===== config.mk =====
export PLATFORM = sky130hd
export DESIGN_NAME = spi_frame_seq
export DESIGN_NICKNAME = d
export VERILOG_FILES = /design/src/rtl/spi_frame_seq.sv
export SDC_FILE = /design/constraint.sdc
export NUM_CORES = 1
export LEC_CHECK = 0
export BUFFER_PORTS_ARGS = -buffer_cell sky130_fd_sc_hd__buf_2
export CAP_MARGIN = 0
export CORE_MARGIN = 2
export CORE_UTILIZATION = 59
export CTS_CLUSTER_DIAMETER = 100
export DETAILED_ROUTE_END_ITERATION = 16
export PLACE_DENSITY = 0.82
export SKIP_CTS_REPAIR_TIMING = 1
export SLEW_MARGIN = 10
export SYNTH_ARGS = -nofsm -noshare
export SYNTH_HDL_FRONTEND = slang
export SYNTH_SLANG_ARGS = --single-unit

===== constraint.sdc =====
create_clock -name clk -period 2.81 [get_ports clk]
set_input_delay 0.562 -clock clk [delete_from_list [all_inputs] [get_ports clk]]
set_output_delay 0.562 -clock clk [all_outputs]
set_load 0.005 [all_outputs]

===== src/rtl/spi_frame_seq.sv =====
`timescale 1ns/1ps
module spi_frame_seq #(
  parameter int MAX_WL = 32,
  parameter int MIN_WL = 4
) (
  input  logic                          clk,
  input  logic                          rst_n,
  input  logic                          start,
  input  logic                          abort,
  input  logic                          edge_stb,
  input  logic [$clog2(MAX_WL+1)-1:0]   word_len,
  input  logic [MAX_WL-1:0]             tx_data,
  input  logic                          sb_en,
  input  logic                          sb_pol,
  input  logic [1:0]                    cs_delay,
  input  logic                          cs_act_high,
  input  logic                          miso,
  output logic                          spi_cs,
  output logic                          spi_sclk,
  output logic                          spi_mosi,
  output logic [MAX_WL-1:0]             rx_data,
  output logic                          busy,
  output logic                          done
);
  localparam int LW = $clog2(MAX_WL+1);
  localparam int BW = $clog2(MAX_WL+2);

  typedef enum logic [1:0] {IDLE, SETUP, SHIFT, HOLD} st_t;

  st_t             st;
  logic [2:0]      hcnt, dly_q;
  logic [BW-1:0]   bit_idx, nbits;
  logic [LW-1:0]   wl_q, wl_clamp;
  logic            sb_q, sbp_q, sclk_q, done_pend, done_q;
  logic [MAX_WL-1:0] tx_sh, rx_sh;
  logic            cs_act, accept, start_slot, rise_now, fall_now, last_fall;

  assign wl_clamp   = (word_len < LW'(MIN_WL)) ? LW'(MIN_WL) :
                      (word_len > LW'(MAX_WL)) ? LW'(MAX_WL) : word_len;
  assign nbits      = BW'(wl_q) + BW'(sb_q);
  assign cs_act     = (st != IDLE);
  assign accept     = start && (st == IDLE) && !done_pend;
  assign start_slot = sb_q && (bit_idx == '0);
  assign rise_now   = edge_stb && (((st == SETUP) && (hcnt == dly_q - 3'd1)) ||
                                   ((st == SHIFT) && !sclk_q));
  assign fall_now   = edge_stb && (st == SHIFT) && sclk_q;
  assign last_fall  = fall_now && (bit_idx == nbits - 1'b1);

  assign spi_cs   = cs_act_high ? cs_act : ~cs_act;
  assign spi_sclk = sclk_q;
  assign spi_mosi = ((st == SETUP) || (st == SHIFT)) ?
                    (start_slot ? sbp_q : tx_sh[MAX_WL-1]) : 1'b0;
  assign rx_data  = rx_sh;
  assign busy     = cs_act | done_pend;
  assign done     = done_q;

  always_ff @(posedge clk or negedge rst_n) begin
    if (!rst_n) begin
      st <= IDLE; hcnt <= '0; dly_q <= 3'd1; bit_idx <= '0;
      wl_q <= LW'(MIN_WL); sb_q <= 1'b0; sbp_q <= 1'b0; sclk_q <= 1'b0;
      done_pend <= 1'b0; done_q <= 1'b0; tx_sh <= '0; rx_sh <= '0;
    end else begin
      done_q    <= done_pend;
      done_pend <= 1'b0;
      if (abort) begin
        st     <= IDLE;
        sclk_q <= 1'b0;
      end else begin
        if (rise_now) begin
          sclk_q <= 1'b1;
          if (!start_slot) rx_sh <= {rx_sh[MAX_WL-2:0], miso};
        end
        if (fall_now) begin
          sclk_q  <= 1'b0;
          bit_idx <= bit_idx + 1'b1;
          if (!start_slot) tx_sh <= {tx_sh[MAX_WL-2:0], 1'b0};
        end
        case (st)
          IDLE: if (accept) begin
            st      <= SETUP;
            hcnt    <= '0;
            bit_idx <= '0;
            wl_q    <= wl_clamp;
            sb_q    <= sb_en;
            sbp_q   <= sb_pol;
            dly_q   <= {cs_delay, 1'b1};
            rx_sh   <= '0;
            tx_sh   <= tx_data << (MAX_WL - int'(wl_clamp));
          end
          SETUP: if (edge_stb) begin
            if (rise_now) st <= SHIFT;
            else          hcnt <= hcnt + 3'd1;
          end
          SHIFT: if (last_fall) begin
            st   <= HOLD;
            hcnt <= '0;
          end
          HOLD: if (edge_stb) begin
            if (hcnt == dly_q - 3'd1) begin
              st        <= IDLE;
              done_pend <= 1'b1;
            end else hcnt <= hcnt + 3'd1;
          end
          default: st <= IDLE;
        endcase
      end
    end
  end

  a_r4_sclk_idle_low: assert property (@(posedge clk) disable iff (!rst_n)
    !cs_act |-> !sclk_q);
  a_r1_bit_index_bound: assert property (@(posedge clk) disable iff (!rst_n)
    (st == SHIFT) |-> (bit_idx < nbits));
  a_r8_done_after_cs: assert property (@(posedge clk) disable iff (!rst_n)
    done_q |-> (st == IDLE && $past(st) == IDLE && !busy));
  a_r9_abort_idle: assert property (@(posedge clk) disable iff (!rst_n)
    abort |=> (st == IDLE && !sclk_q && !done_pend));
  a_r10_busy_start_ignored: assert property (@(posedge clk) disable iff (!rst_n)
    (start && st != IDLE) |=> ($stable(wl_q) && $stable(sb_q) && $stable(dly_q)));
endmodule


==> metrics <==
status finished, final reports clean; global-route wire length before repair 33500 µm; IO Pins 86; sw frac 0.397; worst-margin pin slew 0.683 ns; total CTS buffers 9; f_max 362 MHz; post-DP HPWL 15700 µm; Post-Syn Instances 668; CTS clk-pin slew, worst paths 0.09 ns; Max transition margin 0.541; Worst Setup End Kind flop; Tcrit/Tclk final 0.983; Final Wtd Congestion 1.01; pwr dens 631 nW/µm²; most common cell after layout, fill and taps aside buf_4; Worst VDD drop just under 0.4 mV; GRT Util Overall 0.382; max-cap violations 0; critical path class in -> reg; dominant cell type by area after synthesis dfrtp_1; final setup violating endpoints 0; most frequent cells in the layout buf_4 (118), dfrtp_1 (87), buf_2 (84); Final ANT Viol Nets 0; die height between 100 and 150 µm; Seq/Total Area, Yosys 0.362; R2R depth 10; die area 11200 µm²; combinational cell fraction of total power 0.437; Cell Rows 37; Synth Cell Area just over 6000 µm²; Top FF cell, synth dfrtp_1; Tightest Hold Check Type in -> async; Crit Reg-Reg Startpoint st[0]; syn avg cell area 9.12 µm²; Worst Setup EP tx_sh[18]; Final Skew 0.0144 ns; TritonCTS sink count 88; via count 6549; Clk pwr share 0.195; xor-xnor portion of the synthesized cell area 0.0259; critical path peak fanout 8; Initial DRT Pass Iterations 6; post-synthesis compound-gate area fraction 0.276; register share of total power 0.368; Iter 0 DRT Violations 709; EDFF count, synth 0; footprint of the multi-input gates 3700 µm²; arrival time of the worst setup path around 3 ns; multiplexer share of the synthesized area 0.0986; Initial Util 0.598; CTS tree done; ys async rst share 1.00; # DRC 0; Hold WS 0.0788 ns; Final Hold Viols 0; Worst-Skew Late Latency approximately 0.38 ns; top cell type's share of synthesized area 0.357; Fillers 712; overflow left after global routing 0; Seq cells post-synth 88; Clock Tree Root clkbuf_8; number of vias per cell 6.72; simple-gate area share of the yosys netlist 0.163; crit path launch type input pin; Crit Reg-Reg Endpoint tx_sh[24]; H-tree depth 3; min Tclk post-route 2.76 ns; RSZ-0062 raised after global routing yes; Port Buf Inserts between 80 and 90; register area 2200 µm²; largest net degree at the start of global routing 38; largest family of logic cells by synthesized area compound AO/OA/AOI/OAI gates; launch point of the worst path word_len[4]; final worst slack 0.0468 ns; Post-Route WL about 21000 µm; max-slew violation count 0; adder-cell share of the synthesized area 0.0205; vias in the first global route about 6600; DIE WIDTH about 110 µm; top cells by area, synth dfrtp_1 (36%), mux2i_1 (5.9%), a22o_1 (5.0%), nand2_1 (5.0%), a22oi_1 (2.3%); syn nets 727; Area growth, synth to finish 26.6%; Int Power 2.93 mW; Synth cell types 82; Core ar. 10200 µm²; switching pwr 1.93 mW; clk buf depth 2; yosys warns 0; n_diodes 0; Final #Nets around 900; layout cell share with drive strength beyond 1 0.329; initial antenna violation count 0; Final TNS setup 0 ns; Worst EP required around 3.1 ns; R2R setup slack 0.12 ns; routed len/inst 21.4 µm; Pleak between 3 and 4 nW; post-placement setup slack -0.377 ns
-- critical path, cell delays in order --
cell and delay [ns]:
buf_2 0.10, or3_1 0.40, nand3_2 0.12, ha_4 0.16
buf_4 0.11, and2b_2 0.23, a21oi_4 0.27, buf_4 0.20
buf_4 0.10, nand2_1 0.09, o2bb2ai_1 0.15, mux2i_1 0.21
mux2i_1 0.14, o221ai_1 0.19
-- worst min path at each step --
stage                    from          to  cells after the start
floorplan               rst_n  bit_idx[0]                      0
global placement    done_pend        done                      0
detailed placement  done_pend        done                      0
CTS                     rst_n  bit_idx[5]                      1
global route            rst_n  bit_idx[4]                      1
finish                  rst_n  bit_idx[4]                      1
-- registers in the layout, indices dropped and copies added (netlist names) --
signal     count
bit_idx        6
hcnt           3
done           1
wl_q           6
rx_data       32
dly_q          2
sbp_q          1
spi_sclk       1
done_pend      1
sb_q           1
tx_sh         32
st             2
-- metrics by stage --
| step | util | total power [mW] | cells | cell area [µm²] |
|---|---|---|---|---|
| 2_1_floorplan | - | 3.07 | 668 | 6260 |
| 3_3_place_gp | 0.730 | 3.73 | 954 | 7440 |
| 3_5_place_dp | 0.730 | 3.84 | 954 | 7440 |
| 4_1_cts | 0.751 | 4.79 | 970 | 7650 |
| 5_1_grt | 0.757 | 5.11 | 974 | 7710 |
| 6_report | 0.757 | 4.86 | 974 | 7710 |
-- power groups by stage --
stage | Combinational (mW) | Sequential, mW | Clock (mW)
after floorplan | 1.36 | 1.71 | 0
after global placement | 1.95 | 1.78 | 0
after detailed placement | 2.04 | 1.80 | 0
after CTS | 2.07 | 1.77 | 0.949
after global routing | 2.30 | 1.81 | 1.00
final | 2.13 | 1.79 | 0.948
-- synthesized netlist by cell type, types with 3 or more instances --
cell type / n
and2_1: 5
nor2b_1: 4
o21ai_0: 24
ha_1: 10
buf_6: 4
o22ai_1: 7
a22oi_1: 19
o21ai_1: 15
a21o_1: 5
buf_2: 14
and3_1: 11
nand4_1: 5
mux4_2: 4
nand3_1: 23
xor2_1: 8
nor2_1: 35
a311oi_1: 3
o221ai_1: 8
a222oi_1: 10
a22o_1: 35
clkbuf_1: 25
nand2_1: 81
mux2i_1: 36
buf_4: 7
a221oi_1: 6
a211oi_1: 3
inv_1: 16
a31oi_1: 7
xnor2_1: 10
a21oi_1: 26
nor3_1: 15
dfrtp_1: 87
mux2_2: 10
nand2b_1: 7
or3_1: 5
o211ai_1: 16
-- layer usage --
metal	vias to the layer above	share of wire	wire, µm	global-route usage
li1	2880	-	-	-
met1	3107	0.38	7820	0.461
met2	434	0.47	9760	0.638
met3	128	0.087	1820	0.0686
met4	0	0.068	1420	0.224
met5	-	0	0	0
-- logic make-up after synthesis --
| logic type | after synthesis |
|---|---|
| adder cells (fa/ha/maj) | 10 |
| buffers and inverters | 69 |
| AND/OR/NAND/NOR | 207 |
| XOR/XNOR | 18 |
| flip-flops | 88 |
| multiplexers | 53 |
| AO/OA/AOI/OAI | 223 |
-- cell type report --
type | count | area share
clock buffer | 10 | 0.0178
clock inverter | 6 | 0.00989
inverter | 18 | 0.00876
multi-input combinational | 511 | 0.480
sequential | 88 | 0.286
tap | 136 | 0.0221
timing repair buffer | 205 | 0.176
Note: power is estimated with default switching activity, not from simulation.
